===== src/rtl/rxo_pkg.sv =====
package rxo_pkg;
  typedef enum logic [2:0] {
    ST_IDLE  = 3'd0,
    ST_ARMED = 3'd1,
    ST_FILL  = 3'd2,
    ST_DRAIN = 3'd3,
    ST_DONE  = 3'd4
  } rxo_state_e;

  typedef enum logic [1:0] {
    SYNC_AUTO = 2'd0,
    SYNC_HW   = 2'd1,
    SYNC_SW   = 2'd2,
    SYNC_NONE = 2'd3
  } rxo_sync_e;
endpackage


===== src/rtl/rxo_ctrl.sv =====
module rxo_ctrl
  import rxo_pkg::*;
(
  input  logic       clk,
  input  logic       rst,
  input  logic       init_req,
  input  rxo_sync_e  sync_mode,
  input  logic       hw_trig,
  input  logic       sw_sync,
  input  logic       cap_full,
  input  logic       rd_done,
  output rxo_state_e state
);
  rxo_state_e state_nx;
  logic       start_evt;

  always_comb begin
    case (sync_mode)
      SYNC_AUTO: start_evt = 1'b1;
      SYNC_HW:   start_evt = hw_trig;
      SYNC_SW:   start_evt = sw_sync;
      default:   start_evt = 1'b0;
    endcase
  end

  always_comb begin
    state_nx = state;
    if (init_req) begin
      state_nx = (sync_mode == SYNC_AUTO) ? ST_FILL : ST_ARMED;
    end else begin
      case (state)
        ST_ARMED: if (start_evt) state_nx = ST_FILL;
        ST_FILL:  if (cap_full)  state_nx = ST_DRAIN;
        ST_DRAIN: if (rd_done)   state_nx = ST_DONE;
        default:  state_nx = state;
      endcase
    end
  end

  always_ff @(posedge clk) begin
    if (rst) state <= ST_IDLE;
    else     state <= state_nx;
  end


  init_ack_chk: assert property (@(posedge clk) disable iff (rst)
    init_req |=> (state == ST_ARMED || state == ST_FILL));


  armed_wait_chk: assert property (@(posedge clk) disable iff (rst)
    (state == ST_ARMED && sync_mode == SYNC_HW && !hw_trig && !init_req)
      |=> state == ST_ARMED);
endmodule


===== src/rtl/rxo_store.sv =====
module rxo_store #(
  parameter int DW    = 32,
  parameter int DEPTH = 64,
  localparam int AW   = $clog2(DEPTH)
) (
  input  logic          clk,
  input  logic          rst,
  input  logic          clr,
  input  logic          wr_en,
  input  logic [DW-1:0] wr_data,
  input  logic [AW-1:0] rd_addr,
  output logic [DW-1:0] rd_data,
  output logic          cap_full
);
  logic [DW-1:0] mem [DEPTH];
  logic [AW-1:0] wr_ptr;

  always_ff @(posedge clk) begin
    if (rst || clr)  wr_ptr <= '0;
    else if (wr_en)  wr_ptr <= wr_ptr + 1'b1;
  end

  always_ff @(posedge clk) begin
    if (wr_en) mem[wr_ptr] <= wr_data;
  end

  assign rd_data  = mem[rd_addr];
  assign cap_full = wr_en && (wr_ptr == AW'(DEPTH - 1));


  ptr_step_chk: assert property (@(posedge clk) disable iff (rst)
    (wr_en && !clr) |=> wr_ptr == $past(wr_ptr) + 1'b1);
endmodule


===== src/rtl/rxo_reader.sv =====
module rxo_reader #(
  parameter int DW    = 32,
  parameter int DEPTH = 64,
  localparam int AW   = $clog2(DEPTH),
  localparam int CW   = AW + 1
) (
  input  logic          clk,
  input  logic          rst,
  input  logic          clr,
  input  logic          en,
  input  logic          ready,
  input  logic [DW-1:0] mem_data,
  output logic [AW-1:0] rd_addr,
  output logic          out_valid,
  output logic [DW-1:0] out_data,
  output logic          out_last,
  output logic          rd_done
);
  logic [CW-1:0] rd_cnt;
  logic          fetch;

  assign rd_addr = rd_cnt[AW-1:0];
  assign fetch   = en && (rd_cnt != CW'(DEPTH)) && (!out_valid || ready);
  assign rd_done = out_valid && out_last && ready;

  always_ff @(posedge clk) begin
    if (rst || clr) begin
      rd_cnt    <= '0;
      out_valid <= 1'b0;
      out_last  <= 1'b0;
      out_data  <= '0;
    end else if (fetch) begin
      rd_cnt    <= rd_cnt + 1'b1;
      out_valid <= 1'b1;
      out_data  <= mem_data;
      out_last  <= (rd_cnt == CW'(DEPTH - 1));
    end else if (out_valid && ready) begin
      out_valid <= 1'b0;
      out_last  <= 1'b0;
    end
  end


  hold_beat_chk: assert property (@(posedge clk) disable iff (rst)
    (out_valid && !ready && !clr)
      |=> out_valid && $stable(out_data) && $stable(out_last));


  last_final_chk: assert property (@(posedge clk) disable iff (rst)
    (out_valid && out_last) |-> rd_cnt == CW'(DEPTH));
endmodule


===== src/rtl/rxo_capture_offload.sv =====
module rxo_capture_offload
  import rxo_pkg::*;
#(
  parameter int DW    = 32,
  parameter int DEPTH = 64,
  localparam int AW   = $clog2(DEPTH)
) (
  input  logic          clk,
  input  logic          rst,
  input  logic          init_req,
  output logic          init_ack,
  input  logic [1:0]    sync_mode,
  input  logic          hw_trig,
  input  logic          sw_sync,
  input  logic          bypass,
  input  logic          dev_wr_valid,
  input  logic [DW-1:0] dev_wr_data,
  output logic          dev_ovf,
  output logic          m_tvalid,
  input  logic          m_tready,
  output logic [DW-1:0] m_tdata,
  output logic          m_tlast,
  output logic [63:0]   sample_count
);
  rxo_state_e    state;
  logic          wr_en, cap_full, rd_done, is_full;
  logic [AW-1:0] rd_addr;
  logic [DW-1:0] rd_data, rd_tdata, byp_data;
  logic          rd_tvalid, rd_tlast, byp_valid;

  assign wr_en   = (state == ST_FILL) && dev_wr_valid && !bypass && !init_req;
  assign is_full = (state == ST_DRAIN) || (state == ST_DONE);
  assign init_ack = (state == ST_ARMED) || (state == ST_FILL);

  rxo_ctrl u_ctrl (
    .clk       (clk),
    .rst       (rst),
    .init_req  (init_req),
    .sync_mode (rxo_sync_e'(sync_mode)),
    .hw_trig   (hw_trig),
    .sw_sync   (sw_sync),
    .cap_full  (cap_full),
    .rd_done   (rd_done),
    .state     (state)
  );

  rxo_store #(.DW(DW), .DEPTH(DEPTH)) u_store (
    .clk      (clk),
    .rst      (rst),
    .clr      (init_req),
    .wr_en    (wr_en),
    .wr_data  (dev_wr_data),
    .rd_addr  (rd_addr),
    .rd_data  (rd_data),
    .cap_full (cap_full)
  );

  rxo_reader #(.DW(DW), .DEPTH(DEPTH)) u_reader (
    .clk       (clk),
    .rst       (rst),
    .clr       (init_req),
    .en        (state == ST_DRAIN),
    .ready     (m_tready && !bypass),
    .mem_data  (rd_data),
    .rd_addr   (rd_addr),
    .out_valid (rd_tvalid),
    .out_data  (rd_tdata),
    .out_last  (rd_tlast),
    .rd_done   (rd_done)
  );

  always_ff @(posedge clk) begin
    if (rst || init_req)    sample_count <= '0;
    else if (wr_en)         sample_count <= sample_count + 64'd1;
  end

  always_ff @(posedge clk) begin
    if (rst || init_req)                        dev_ovf <= 1'b0;
    else if (dev_wr_valid && !bypass && is_full) dev_ovf <= 1'b1;
  end

  always_ff @(posedge clk) begin
    if (rst) begin
      byp_valid <= 1'b0;
      byp_data  <= '0;
    end else begin
      byp_valid <= bypass && dev_wr_valid;
      byp_data  <= dev_wr_data;
    end
  end

  assign m_tvalid = bypass ? byp_valid : rd_tvalid;
  assign m_tdata  = bypass ? byp_data  : rd_tdata;
  assign m_tlast  = bypass ? 1'b0      : rd_tlast;


  count_step_chk: assert property (@(posedge clk) disable iff (rst)
    (sample_count != $past(sample_count))
      |-> (sample_count == $past(sample_count) + 64'd1 || sample_count == '0));


  ovf_when_full_chk: assert property (@(posedge clk) disable iff (rst)
    $rose(dev_ovf) |-> ($past(state) == ST_DRAIN || $past(state) == ST_DONE));


  ack_drop_full_chk: assert property (@(posedge clk) disable iff (rst)
    (sample_count == 64'(DEPTH)) |-> !init_ack);


  bypass_no_last_chk: assert property (@(posedge clk) disable iff (rst)
    bypass |-> !m_tlast);
endmodule


===== config.mk =====
export PLATFORM = sky130hd
export DESIGN_NAME = rxo_capture_offload
export DESIGN_NICKNAME = d
export VERILOG_FILES = /design/src/rtl/rxo_pkg.sv /design/src/rtl/rxo_ctrl.sv /design/src/rtl/rxo_store.sv /design/src/rtl/rxo_reader.sv /design/src/rtl/rxo_capture_offload.sv
export SDC_FILE = /design/constraint.sdc
export NUM_CORES = 2
export LEC_CHECK = 0
export BUFFER_PORTS_ARGS = -buffer_cell sky130_fd_sc_hd__buf_2
export CORE_MARGIN = 1.5
export CORE_UTILIZATION = 30
export CTS_CLUSTER_SIZE = 25
export DETAILED_ROUTE_END_ITERATION = 10
export GPL_ROUTABILITY_DRIVEN = 0
export PLACE_DENSITY = 0.49
export SYNTH_ARGS = -nofsm -noshare
export SYNTH_HDL_FRONTEND = slang
export SYNTH_SLANG_ARGS = --single-unit

===== constraint.sdc =====
create_clock -name clk -period 3.3 [get_ports clk]
set_clock_uncertainty 0.1 [all_clocks]
set_input_delay 0.165 -clock clk [delete_from_list [all_inputs] [get_ports clk]]
set_output_delay 0.165 -clock clk [all_outputs]
set_load 0.005 [all_outputs]

==> results.toml <==
[outcome]
status = "completed"

[synth]
synth_common_cells = "edfxtp_1 (2048), mux2i_1 (490), mux4_2 (276), o21ai_0 (154), dfxtp_1 (148)"
synth_area_mm2 = 0.08475
synthTopCellsByArea = "edfxtp_1 (73%), mux4_2 (7.3%), mux2i_1 (5.8%)"
ys.flop_type = "edfxtp_1"
synth-seq-cells = 2196
yosys.cell_count.top_type = "edfxtp_1"
synth_top_area_share_pct = 72.57
ys_warn_count = 0
syn_inst = 4495
synth.distinct_cells = 62
synth_nets = 4541
synth_edf_count = 2048
synth_largest_area_cell = "edfxtp_1"
avgSynthCellArea_um2 = 18.85
async_flop_share_pct = 0
synth-seq-area-share_pct = 76.06

[clock_tree]
clk_path_buf_depth = 3
htree_num_levels = 4
cts_tree = "done"
cts_sinks = 2196
clk_latency_ns = 0.89
root_buffer = "clkbuf_16"
path_clk_slew_ns = 0.06
postCtsSetupBuffers = 0
cts_buffers = 226

[die]
die_h_um = 534.5
core_area_mm2 = 0.2801
rows = 194
die-width_um = 534.5
fp.dieArea_mm2 = 0.2857
start_util_pct = 30.25
io_pins = 142

[worst_setup_path]
critPathCaptureType = "flop"
slowest_delay_ns = 0.68
crit_path_start = "u_reader.rd_cnt[2]$_SDFFE_PP0P_"
crit_fanout = 36
crit_arrival_ns = 3.88
critical_path_class = "reg -> reg"
crit_required_ns = 4.01
cp-start-kind = "flop"
path_cells = "buf_12 > nor2b_4 > buf_12 > a221oi_1 > o21ai_0 > a21oi_1 > o21ai_0 > buf_4 > a21oi_1"
regToRegStartpoint = "u_reader.rd_cnt[2]$_SDFFE_PP0P_"
worst_path_max_delay_cell = "a21oi_1"

[pwr]
ir_worst_vdd_uv = 479.7
fin_total_pwr_mw = 56.77
leakage_nw = 30.45
p_per_area_mw_per_mm2 = 560.0

[route]
drt-total-wl_mm = 261.7
drc = 0
vias_per_cell = 5.124
wl_per_cell_um = 29.33
drt_iter0_markers = 4704
antenna_left = 0
vias = 45710
drt_first_pass_iters = 5

[run]
maxCapViolCount = 0

[global_routing]
gr-total-overflow = 0
grt_pass1_vias = 45880
grt_pass1_wl_mm = 365.7
antenna_found_initial = 10
track_usage_pct = 18.04
grt_max_degree = 70

[sta]
finalCriticalPeriod_ns = 3.168
max_slew.worst_pin.slew_ns = 1.315
finalCritPeriodShare_pct = 96.01
hold_viol_final = 0
rsz0062_at_grt = "false"
setup_viol = 0
hold_ws_ns = 0.005088
max_freq_mhz = 315.6
slew_headroom_pct = 12.34
slew_viol_final = 0

[placement]
port_buffers = 141
dp.cells = 8434
hpwl_mm = 156.4

[min_path]
hold_path.class = "in -> reg"
hold_start = "dev_wr_data[20]"

[final_layout]
num-nets-final = 5030
areaGrowthSynthToFinish_pct = 19.61
fill_cells = 26000
layout-drive-gt1-share_pct = 23.49
finish.utilization_pct = 36.19
fin_cells = 8922
-- path summary, 6_finish.rpt --
path / depth (start not counted) / slack, ns / endpoint
max: 9 / 0.13 / u_reader.out_data[10]$_SDFFE_PP0P_
min: 1 / 0.005 / u_store.mem[44][20]$_DFFE_PP_
max reg2reg: 9 / 0.13 / u_reader.out_data[10]$_SDFFE_PP0P_
min reg2reg: 2 / 0.39 / sample_count[63]$_SDFFE_PP0P_
-- flip-flops by register name, indices dropped and copies added (netlist names) --
name,flops
byp_data,32
byp_valid,1
dev_ovf,1
sample_count,64
u_ctrl.state,3
u_reader.out_data,32
u_reader.out_last,1
u_reader.out_valid,1
u_reader.rd_cnt,7
u_store.mem,2048
u_store.wr_ptr,6
-- report_power, final --
part	total [mW]	internal, mW	switching, mW	leakage [nW]
clock network	25.2	14.3	11.0	3.57
registers	30.4	30.4	0.0184	19.6
logic	1.08	0.267	0.812	7.28
total	56.8	45.0	11.8	30.4
-- metrics by stage --
| stage | worst slack, ns | setup TNS, ns | area, um^2 |
|---|---|---|---|
| after floorplan | -0.2467 | -190.06 | 84750 |
| after global placement | 0.04108 | 0 | 93510 |
| after detailed placement | 0.04347 | 0 | 93510 |
| after CTS | 0.02495 | 0 | 101300 |
| after global routing | 0.01108 | 0 | 101300 |
| final | 0.1316 | 0 | 101400 |
-- worst max-delay path, delay by kind of cell, from the launching register on --
family / cells / cell delay, ns
compound gates: 5 / 1.60
buf+inv: 3 / 0.69
flops: 1 / 0.55
simple gates: 1 / 0.11
-- logic make-up after synthesis --
logic type	after synthesis	synth area share [%]
DFF	2196	76.06
muxes	817	13.80
AOI/OAI and AO/OA	641	4.970
and+or+nand+nor	495	2.941
buffers and inverters	286	1.589
xor gates and xnor gates	56	0.5787
adders and majority gates	4	0.05906
-- repair_timing --
action / CTS / global route
setup endpoints to repair: 0 / 5
hold buffers: 46 / 0
hold endpoints to repair: 1292 / 0
gates resized for setup: 0 / 5
-- final cells by class --
class	instances	area [um^2]	area share, %
repair buffers	531	5293	5.221
clock buffers	314	6176	6.092
inverters	16	60.06	0.05925
flip-flops and latches	2196	64480	63.61
diodes	16	40.04	0.03950
well taps	3724	4659	4.596
clock inverters	112	1170	1.154
multi-input cells	2013	19490	19.23
-- routing by layer --
layer | vias to the layer above | track usage, % | share of wire (%)
met5 | - | 0 | 0.0050
met4 | 2 | 4.907 | 2.6
met3 | 328 | 2.726 | 5.7
met2 | 1461 | 29.27 | 48
met1 | 24600 | 25.13 | 44
li1 | 19320 | - | -
-- layout by cell type (no fill, tap or decap), types with 9 or more instances in the layout --
| cell type | instances |
|---|---|
| a211oi_1 | 42 |
| a21oi_1 | 132 |
| a221o_1 | 23 |
| a221oi_1 | 48 |
| a22oi_1 | 141 |
| a31oi_1 | 12 |
| and3_1 | 15 |
| and4_1 | 9 |
| buf_12 | 123 |
| buf_2 | 139 |
| buf_4 | 223 |
| bufinv_16 | 15 |
| clkbuf_1 | 69 |
| clkbuf_16 | 226 |
| clkbuf_8 | 19 |
| clkinv_1 | 50 |
| clkinv_16 | 10 |
| clkinv_2 | 31 |
| dfxtp_1 | 143 |
| diode_2 | 16 |
| dlygate4sd3_1 | 46 |
| edfxtp_1 | 2048 |
| inv_1 | 14 |
| mux2_2 | 51 |
| mux2i_1 | 490 |
| mux4_2 | 276 |
| nand2_1 | 95 |
| nand3_1 | 99 |
| nand4_1 | 21 |
| nor2_1 | 79 |
| nor2_4 | 67 |
| nor2b_1 | 35 |
| nor3_1 | 13 |
| o21ai_0 | 152 |
| o221ai_1 | 23 |
| o22ai_1 | 25 |
| o31ai_1 | 10 |
| or3_1 | 15 |
| xnor2_1 | 31 |
| xor2_1 | 25 |
No activity file was read; power rests on OpenSTA's default activity.
